$ cat src/rtl/rrs_pkg.sv
package rrs_pkg;

    localparam int NPH = 7;

    typedef enum logic [2:0] {
        PH_POR  = 3'd0,
        PH_SU   = 3'd1,
        PH_OST  = 3'd2,
        PH_LOCK = 3'd3,
        PH_RST  = 3'd4,
        PH_FSCM = 3'd5,
        PH_RUN  = 3'd6
    } phase_e;

    localparam logic [2:0] CAUSE_POWERON = 3'd0;

    function automatic logic src_is_xtal(input logic [2:0] src);
        return (src == 3'd2) || (src == 3'd3);
    endfunction

    function automatic logic src_is_pll(input logic [2:0] src);
        return (src == 3'd1) || (src == 3'd3);
    endfunction

    function automatic int unsigned umax(input int unsigned a, input int unsigned b);
        return (a > b) ? a : b;
    endfunction

endpackage

$ cat src/rtl/rrs_osc_edge.sv
module rrs_osc_edge #(
    parameter int STAGES = 2
) (
    input  logic clk,
    input  logic arst_n,
    input  logic osc_clk,
    output logic rise
);
    logic [STAGES:0] sh_d, sh_q;

    always_comb begin
        sh_d = {sh_q[STAGES-1:0], osc_clk};
    end

    always_ff @(posedge clk or negedge arst_n) begin
        if (!arst_n) sh_q <= '0;
        else         sh_q <= sh_d;
    end

    assign rise = sh_q[STAGES-1] & ~sh_q[STAGES];

endmodule

$ cat src/rtl/rrs_phase_map.sv
module rrs_phase_map
    import rrs_pkg::*;
(
    input  logic   por,
    input  logic   wake,
    input  logic   xtal,
    input  logic   pll,
    input  logic   reg_en,
    input  phase_e cur,
    output phase_e first_ph,
    output phase_e next_ph
);
    logic [NPH-1:0] use_v;

    always_comb begin
        use_v[PH_POR]  = por && !wake;
        use_v[PH_SU]   = (por && !wake) || (wake && reg_en);
        use_v[PH_OST]  = (por || wake) && xtal;
        use_v[PH_LOCK] = (por || wake) && pll;
        use_v[PH_RST]  = !wake;
        use_v[PH_FSCM] = !wake && (xtal || pll);
        use_v[PH_RUN]  = 1'b1;
    end

    always_comb begin
        first_ph = PH_RUN;
        next_ph  = PH_RUN;
        for (int i = NPH - 2; i >= 0; i--) begin
            if (use_v[i]) first_ph = phase_e'(3'(i));
            if (use_v[i] && (i > int'(cur))) next_ph = phase_e'(3'(i));
        end
    end

endmodule

$ cat src/rtl/rrs_len_sel.sv
module rrs_len_sel
    import rrs_pkg::*;
#(
    parameter int unsigned CW        = 8,
    parameter int unsigned T_POR     = 4,
    parameter int unsigned T_SU_REG  = 4,
    parameter int unsigned T_PWRT    = 4,
    parameter int unsigned T_RST     = 4,
    parameter int unsigned T_LOCK    = 4,
    parameter int unsigned T_FSCM    = 4,
    parameter int unsigned OST_COUNT = 4
) (
    input  phase_e          ph,
    input  logic            reg_en,
    output logic [CW-1:0]   len
);
    always_comb begin
        unique case (ph)
            PH_POR:  len = CW'(T_POR);
            PH_SU:   len = reg_en ? CW'(T_SU_REG) : CW'(T_PWRT);
            PH_OST:  len = CW'(OST_COUNT);
            PH_LOCK: len = CW'(T_LOCK);
            PH_RST:  len = CW'(T_RST);
            PH_FSCM: len = CW'(T_FSCM);
            default: len = CW'(1);
        endcase
    end

endmodule

$ cat src/rtl/reset_release_seq.sv
module reset_release_seq
    import rrs_pkg::*;
#(
    parameter int unsigned T_POR     = 1000,
    parameter int unsigned T_SU_REG  = 2000,
    parameter int unsigned T_PWRT    = 6400000,
    parameter int unsigned T_RST     = 2000,
    parameter int unsigned T_LOCK    = 2000,
    parameter int unsigned T_FSCM    = 10000,
    parameter int unsigned OST_COUNT = 1024,
    parameter int          SYNC_STAGES = 2
) (
    input  logic           clk,
    input  logic           arst_n,
    input  logic           rst_req,
    input  logic [2:0]     rst_cause,
    input  logic           wake_req,
    input  logic [2:0]     clk_src,
    input  logic           reg_en,
    input  logic           osc_clk,
    input  logic           pll_locked,
    output logic           sys_rst,
    output logic           clk_rel,
    output logic           mon_start,
    output logic [NPH-1:0] phase
);
    localparam int unsigned MAXT = umax(umax(umax(T_POR, T_SU_REG), umax(T_PWRT, T_RST)),
                                        umax(umax(T_LOCK, T_FSCM), OST_COUNT));
    localparam int unsigned CW = $clog2(MAXT + 1);

    typedef struct packed {
        phase_e        ph;
        logic [CW-1:0] cnt;
        logic          por;
        logic          wake;
        logic          srst;
        logic          crel;
        logic          mon;
    } st_t;

    st_t st_d, st_q;

    logic          osc_rise;
    logic          xtal, pll;
    logic          wake_ok;
    logic          por_n, wake_n;
    phase_e        first_ph, next_ph;
    logic [CW-1:0] len;
    logic          adv, at_end, done;

    assign xtal    = src_is_xtal(clk_src);
    assign pll     = src_is_pll(clk_src);
    assign wake_ok = wake_req && !rst_req && (st_q.ph == PH_RUN);
    assign por_n   = rst_req ? (rst_cause == CAUSE_POWERON) : (wake_ok ? 1'b0 : st_q.por);
    assign wake_n  = rst_req ? 1'b0 : (wake_ok ? 1'b1 : st_q.wake);

    rrs_osc_edge #(.STAGES(SYNC_STAGES)) u_edge (
        .clk     (clk),
        .arst_n  (arst_n),
        .osc_clk (osc_clk),
        .rise    (osc_rise)
    );

    rrs_phase_map u_map (
        .por      (por_n),
        .wake     (wake_n),
        .xtal     (xtal),
        .pll      (pll),
        .reg_en   (reg_en),
        .cur      (st_q.ph),
        .first_ph (first_ph),
        .next_ph  (next_ph)
    );

    rrs_len_sel #(
        .CW(CW), .T_POR(T_POR), .T_SU_REG(T_SU_REG), .T_PWRT(T_PWRT),
        .T_RST(T_RST), .T_LOCK(T_LOCK), .T_FSCM(T_FSCM), .OST_COUNT(OST_COUNT)
    ) u_len (
        .ph     (st_q.ph),
        .reg_en (reg_en),
        .len    (len)
    );

    // Phase completion: OST advances on oscillator edges, LOCK also needs lock.
    assign adv    = (st_q.ph == PH_OST) ? osc_rise : 1'b1;
    assign at_end = (st_q.cnt == (len - CW'(1)));
    assign done   = adv && at_end && ((st_q.ph != PH_LOCK) || pll_locked);

    always_comb begin
        st_d     = st_q;
        st_d.mon = 1'b0;
        if (rst_req) begin
            st_d.por  = (rst_cause == CAUSE_POWERON);
            st_d.wake = 1'b0;
            st_d.ph   = first_ph;
            st_d.cnt  = '0;
        end else if (wake_ok) begin
            st_d.por  = 1'b0;
            st_d.wake = 1'b1;
            st_d.ph   = first_ph;
            st_d.cnt  = '0;
        end else if (st_q.ph != PH_RUN) begin
            if (done) begin
                st_d.ph  = next_ph;
                st_d.cnt = '0;
                st_d.mon = (st_q.ph == PH_FSCM);
            end else if (adv && !at_end) begin
                st_d.cnt = st_q.cnt + CW'(1);
            end
        end
        st_d.srst = !st_d.wake && (st_d.ph inside {PH_POR, PH_SU, PH_OST, PH_LOCK, PH_RST});
        st_d.crel = st_d.ph inside {PH_RST, PH_FSCM, PH_RUN};
    end

    always_ff @(posedge clk or negedge arst_n) begin
        if (!arst_n) begin
            st_q <= '{ph: PH_POR, cnt: '0, por: 1'b1, wake: 1'b0,
                      srst: 1'b1, crel: 1'b0, mon: 1'b0};
        end else begin
            st_q <= st_d;
        end
    end

    assign sys_rst   = st_q.srst;
    assign clk_rel   = st_q.crel;
    assign mon_start = st_q.mon;
    assign phase     = NPH'(1) << st_q.ph;

    // Independent dwell counter used only by the checks below.
    logic [CW-1:0] dwell_q;
    always_ff @(posedge clk or negedge arst_n) begin
        if (!arst_n)                              dwell_q <= '0;
        else if (rst_req || (st_d.ph != st_q.ph)) dwell_q <= '0;
        else if (dwell_q != '1)                   dwell_q <= dwell_q + CW'(1);
    end

    assert_por_len_R2: assert property (@(posedge clk) disable iff (!arst_n)
        (st_q.ph == PH_POR && st_d.ph != PH_POR && !rst_req) |-> (dwell_q == CW'(T_POR - 1)));

    assert_rst_len_R4: assert property (@(posedge clk) disable iff (!arst_n)
        (st_q.ph == PH_RST && st_d.ph != PH_RST && !rst_req) |-> (dwell_q == CW'(T_RST - 1)));

    assert_nonpor_to_rst_R4: assert property (@(posedge clk) disable iff (!arst_n)
        (rst_req && rst_cause != CAUSE_POWERON) |=> (phase == NPH'(1 << 4)));

    assert_lock_wait_R6: assert property (@(posedge clk) disable iff (!arst_n)
        (st_q.ph == PH_LOCK && !pll_locked && !rst_req) |=> (st_q.ph == PH_LOCK));

    assert_mon_pulse_R7: assert property (@(posedge clk) disable iff (!arst_n)
        mon_start |-> ($past(st_q.ph) == PH_FSCM && st_q.ph == PH_RUN));

    assert_run_out_R8: assert property (@(posedge clk) disable iff (!arst_n)
        (st_q.ph == PH_RUN) |-> (!sys_rst && clk_rel));

    assert_wake_ignored_R10: assert property (@(posedge clk) disable iff (!arst_n)
        (st_q.ph != PH_RUN && !rst_req) |=> $stable(st_q.wake));

endmodule

$ cat config.mk
export PLATFORM = sky130hd
export DESIGN_NAME = reset_release_seq
export DESIGN_NICKNAME = d
export VERILOG_FILES = /design/src/rtl/rrs_pkg.sv /design/src/rtl/rrs_osc_edge.sv /design/src/rtl/rrs_phase_map.sv /design/src/rtl/rrs_len_sel.sv /design/src/rtl/reset_release_seq.sv
export SDC_FILE = /design/constraint.sdc
export NUM_CORES = 1
export LEC_CHECK = 0
export BUFFER_PORTS_ARGS = -buffer_cell sky130_fd_sc_hd__buf_2
export CAP_MARGIN = 20
export CORE_MARGIN = 2
export CORE_UTILIZATION = 58
export DETAILED_ROUTE_END_ITERATION = 16
export PLACE_DENSITY_LB_ADDON = 0.05
export REMOVE_ABC_BUFFERS = 1
export SYNTH_ARGS = -nofsm -noshare
export SYNTH_HDL_FRONTEND = slang
export SYNTH_HIERARCHICAL = 1
export SYNTH_SLANG_ARGS = --single-unit
$ cat constraint.sdc
create_clock -name clk -period 10.5 [get_ports clk]
set_input_delay 2.1 -clock clk [delete_from_list [all_inputs] [get_ports clk]]
set_output_delay 2.1 -clock clk [all_outputs]
set_load 0.05 [all_outputs]
**Word level (Yosys, flattened, before mapping)**

Index checks and enable logic that the tools add are counted.

- Output and inout port bits: 10
- Logic and storage cells: 101
- Bits of input ports: 13
- Register bits: 34

- Equality and inequality tests: 18
- Magnitude comparators: 5
- Shift-type cells: 1
- $add $sub $neg: 2
- Muxes and demuxes: 29
- Bitwise operators: 2
- Reduce and logical (&&, ||, !) cells: 36

Operators by type and width:

| cell | number |
|---|---|
| $pmux 23 s5 | 1 |
| $mux 23 | 3 |
| $mux 26 | 2 |
| $mux 28 | 1 |
| $mux 3 | 8 |
| $add 23x1->23 const B | 1 |
| $eq 23x23->1 | 1 |
| $sub 23x1->23 const B | 1 |
| $eq 3x2->1 const B | 6 |
| $eq 3x3->1 const B | 6 |
| $logic_and 1x1->1 | 16 |
| $mux 2 | 5 |
| $eq 3x1->1 const B | 3 |
| $logic_not 3->1 | 3 |
| $mux 1 | 9 |
| $shl 1x3->7 const A | 1 |
| $gt 2x3->1 const A | 2 |
| $gt 3x3->1 const A | 2 |
| $logic_or 1x1->1 | 6 |
| $reduce_bool 3->1 | 2 |
| $reduce_bool 5->1 | 1 |
| $logic_not 1->1 | 4 |
| $reduce_bool 4->1 | 1 |
| $gt 1x3->1 const A | 1 |
| 7 further kinds | 7 |

**Depth between registers and ports, before layout**

- Depth in word-level cells: 20
- Mapped depth: 15

**Modules after synthesis**

The synthesis kept the hierarchy.

Modules (own cells, without submodules):

| module | instances | area each (µm²) | cells each |
|---|---|---|---|
| reset_release_seq | 1 | 2652.5 | 306 |
| rrs_len_sel | 1 | 220.2 | 30 |
| rrs_phase_map | 1 | 126.4 | 20 |
| rrs_osc_edge | 1 | 88.8 | 4 |

**Worst setup path before layout**

Ideal clock, no wire load.

- Path kind: input-to-reg
- From: input port reg_en
- To: register st_q[15] (netlist bit)
- Library setup time: 0.121 ns
- Stages: 13
- Required time: 10.379 ns
- Path buffers: 2
- Slack: 4.917 ns
- Data arrival time: 5.462 ns
- Cells stage by stage: nor4b_4 > a21oi_2 > buf_4 > or3_4 > or3_4 > or4_4 > o211ai_2 > nand4_2 > nor4_4 > a211o_2 > a21oi_4 > buf_6 > a22o_1

- Word-level cells in the longest chain between the ends: 10
- Elaborated cells between the ends (all ways): 14
- Those cells by class: add/sub: 1; eq/ne: 1; mux: 6; reduce/logical: 6

RTL lines:

| element | RTL line | RTL |
|---|---|---|
| start, declared | reset_release_seq.sv:19 | `input logic reg_en,` |
| $mux 23 * | rrs_len_sel.sv:20 | `PH_SU: len = reg_en ? CW'(T_SU_REG) : CW'(T_PWRT);` |
| $pmux 23 s5 * | rrs_len_sel.sv:18 | `unique case (ph)` |
| net len[8] | reset_release_seq.sv:48 | `logic [CW-1:0] len;` |
| $sub 23x1->23 * | reset_release_seq.sv:86 | `assign at_end = (st_q.cnt == (len - CW'(1)));` |
| $eq 23x23->1 * | reset_release_seq.sv:86 |  |
| $logic_and 1x1->1 (2 in series) | reset_release_seq.sv:87 | `assign done = adv && at_end && ((st_q.ph != PH_LOCK) \|\| pll_locked);` |
| $mux 23 | reset_release_seq.sv:103 | `if (done) begin` |
| $mux 26 | reset_release_seq.sv:102 | `end else if (st_q.ph != PH_RUN) begin` |
| $mux 26 | reset_release_seq.sv:97 | `end else if (wake_ok) begin` |
| $mux 28 | reset_release_seq.sv:92 | `if (rst_req) begin` |
| end signal, assigned | reset_release_seq.sv:117 | `st_q <= '{ph: PH_POR, cnt: '0, por: 1'b1, wake: 1'b0,` |
| end signal, assigned | reset_release_seq.sv:120 | `st_q <= st_d;` |
| end, declared | reset_release_seq.sv:41 | `st_t st_d, st_q;` |

Mark *: on every way through the listed nets, which the timed path passes. The rest lies on a longest branch. The select of a mux whose other input is x is not followed.
A chain may end at the register's enable or synchronous reset.

**Final worst setup path**

- From: input port reg_en
- To: register st_q[8] (netlist bit)

The elaborated chain is that of the path after synthesis.

==> summary.md <==
| Metric | Value |
|---|---|
| Nets | `about 380` |
| Worst-path clk slew | `~70 ps` |
| Area Overhead vs Synth | `4.90%` |
| Worst skew pair latency | `280 ps` |
| First-pass GRT wire length | `12.7 mm` |
| CP startpoint kind | `input pin` |
| Min-Delay Path Class | `reg2reg` |
| Syn Area/Cell | `8.58 sq um` |
| Maximum VDD drop | `64.7 uV` |
| Setup Fix Bufs, Post-CTS | `0` |
| Initial Util | `~60%` |
| Post-CTS sizing | `0` |
| Worst EP required | `around 11000 ps` |
| Top FF cell, synth | `dfrtp_1` |
| Fin. Hold Viols | `0` |
| YS warnings | `6` |
| Number of buffers created by CTS | `5` |
| CP Max Fanout | `18` |
| DRT Wirelength | `around 7.6 mm` |
| Number of enable flip-flop cells after synthesis | `0` |
| All-Layer GR Usage | `26.6%` |
| Max Clock Freq | `161 MHz` |
| Slew @ Worst Pin | `1140 ps` |
| # IOs | `23` |
| Post-Syn Area | `3090 sq um` |
| Initial antenna violation count | `0` |
| DR DRC count | `0` |
| Initial DRC count | `185` |
| Setup CP Type | `in2reg` |
| First-pass DRT Iterations | `4` |
| P_int | `220 uW` |
| Full die area | `5920 sq um` |
| Leak | `0.00128 uW` |
| Chip Width | `~77 um` |
| Root Buffer | `clkbuf_8` |
| CP arrival | `around 6400 ps` |
| Synth async-reset ratio | `100%` |
| RSZ-0062 raised after global routing | `no` |
| Hold_ws | `379 ps` |
| Cell variety after synth | `between 60 and 70` |
| Mapped Cells | `360` |
| Die Ht | `77.0 um` |
| Routed len/inst | `17.2 um` |
| Status | `finished clean` |
| CTS tree | `yes` |
| Std-Cell Rows | `26` |
| Post-Route Setup TNS | `0 ps` |
| Skew final | `5.67 ps` |
| Number of global-route vias before repair | `2587` |
| I/O Buffers | `22` |
| Clk buf depth | `2` |
| Final setup fails | `0` |
| Antenna viol nets, final | `0` |
| CTS H-tree depth | `2` |
| Antenna Cells | `0` |
| Sequential area share after synthesis | `approximately 28%` |
| Routed vias/inst | `6.34` |
| Clock Power Share | `39.8%` |
| Slew margin rel. | `roughly a quarter` |
| Seq pwr share | `45.4%` |
| Flop and latch count out of synthesis | `34` |
| Post-layout min period | `6220 ps` |
| Crit path capture type | `flip-flop` |
| # clock sinks | `34` |
| Pins Over Slew Limit | `0` |
| PwrDens | `93.4 nW/um^2` |
| RePlAce Congestion | `0.833` |
| Core Area | `~5000 sq um` |
| Vias | `2790` |
| CTS Hold Bufs | `0` |
| Comb power frac | `14.8%` |
| Crit share post-route | `between 50% and 60%` |
| Largest net degree at the start of global routing | `35` |
| P_sw | `around 82 uW` |
| Share of layout cells above drive strength 1 | `15.1%` |
| Sw Share | `27.2%` |
| Total of max-cap violations | `0` |
| Total congestion overflow | `0` |
| HPWL Detailed | `roughly 5.4 mm` |
[registers in the layout, indices dropped and copies added (netlist names)]
name and count:
clk_rel 1, mon_start 1, st_q 28, sys_rst 1, u_edge/sh_q 3
[worst max-delay path: stages]
cell and delay [ps]:
buf_2 150, nor4b_4 740, a21oi_2 220, or3_4 460, or3_4 370, or4_4 520, o211ai_2 200, nand4_2 160
nor4_4 550, a211o_2 400, a21oi_4 210, a22o_1 330
[area by class of cell]
cell class	instances	area (sq um)
Fill cell	456	1870
Clock buffer	5	68.8
Tap cell	70	87.6
Sequential cell	34	853
Inverter	10	37.5
Multi-Input combinational cell	295	2030
Timing Repair Buffer	23	118
Clock inverter	3	45.0
[synth_stat cells (all sizes together), types with 4 or more instances]
cell type,number,area share [%]
nand4,4,1.0
or4,5,1.3
xor2,13,3.7
and3,7,1.4
nor4,11,4.1
o22ai,15,3.0
a21oi,9,2.2
inv,10,1.2
nor3,21,3.4
xnor2,19,5.4
a21o,4,0.97
buf,21,5.4
a211o,4,1.5
o21ai,5,0.81
clkbuf,7,0.85
a22o,27,7.7
dfrtp,32,26
nand2b,4,0.81
nand2,20,2.4
o211ai,4,1.1
or3,5,1.3
nor2,37,4.5
nor2b,8,1.9
nand3,23,3.7
a211oi,6,1.8
[routing by layer]
metal  wire length (um)  global-route usage [%]  vias up  part of all wire (%)
met5                  0                       0        -                     0
met4                 38                    5.64        0                  0.50
met3                390                    3.29        4                   5.1
met2               3630                    44.0       80                    48
met1               3520                    37.4     1351                    46
li1                   -                       -     1355                     -
[power by group through the flow]
stage | sequential (uW) | combinational [uW] | clock [uW]
after floorplan | 141 | 29.5 | 0
after global placement | 140 | 43.3 | 0
after detailed placement | 140 | 44.1 | 0
after CTS | 137 | 44.3 | 122
after global routing | 138 | 49.5 | 129
final | 137 | 44.9 | 120
[stage by stage]
stage	area (sq um)	setup WS [ps]	instances	total power, uW	util, %
detailed placement	3120	3990	431	184	61.0
floorplan	2920	4720	339	170	-
CTS	3230	4290	439	303	63.3
finish	3240	4280	440	302	63.4
global route	3240	4070	440	316	63.4
global placement	3120	4080	431	183	61.0
[cell families (layout without fill, tap and decap cells)]
kind of cell,Yosys count,in the layout,synth area share [%]
xor+xnor,32,32,9.08
other cells,1,8,0.121
flops,34,34,27.6
simple gates,157,157,29.4
mux,3,3,0.972
compound gates,93,93,24.5
fa+ha+maj,2,2,0.810
buf+inv,38,41,7.50
[worst paths after layout]
path / to / slack, ps / start / depth (start not counted)
max: st_q[8]$_DFFE_PN0P_ / 4280 / reg_en / 12
min reg2reg: u_edge/sh_q[1]$_DFF_PN0_ / 380 / u_edge/sh_q[0]$_DFF_PN0_ / 0
max reg2reg: st_q[8]$_DFFE_PN0P_ / 5460 / st_q[29]$_DFF_PN0_ / 11
max in group asynchronous: st_q[16]$_DFFE_PN0P_ / 8080 / arst_n / 1
min: u_edge/sh_q[1]$_DFF_PN0_ / 380 / u_edge/sh_q[0]$_DFF_PN0_ / 0
min in group asynchronous: st_q[20]$_DFFE_PN0P_ / 1900 / arst_n / 1
[layout by cell type (no fill, tap or decap), drive strengths merged, types with 11 or more instances in the layout]
| cell type | synthesis | routed |
|---|---|---|
| dfrtp | 32 | 32 |
| nor2 | 37 | 37 |
| buf | 21 | 23 |
| o22ai | 15 | 15 |
| xor2 | 13 | 13 |
| nor3 | 21 | 21 |
| nand3 | 23 | 23 |
| a22o | 27 | 27 |
| xnor2 | 19 | 19 |
| nor4 | 11 | 11 |
| nand2 | 20 | 20 |
(Power assumes the default switching activity.)
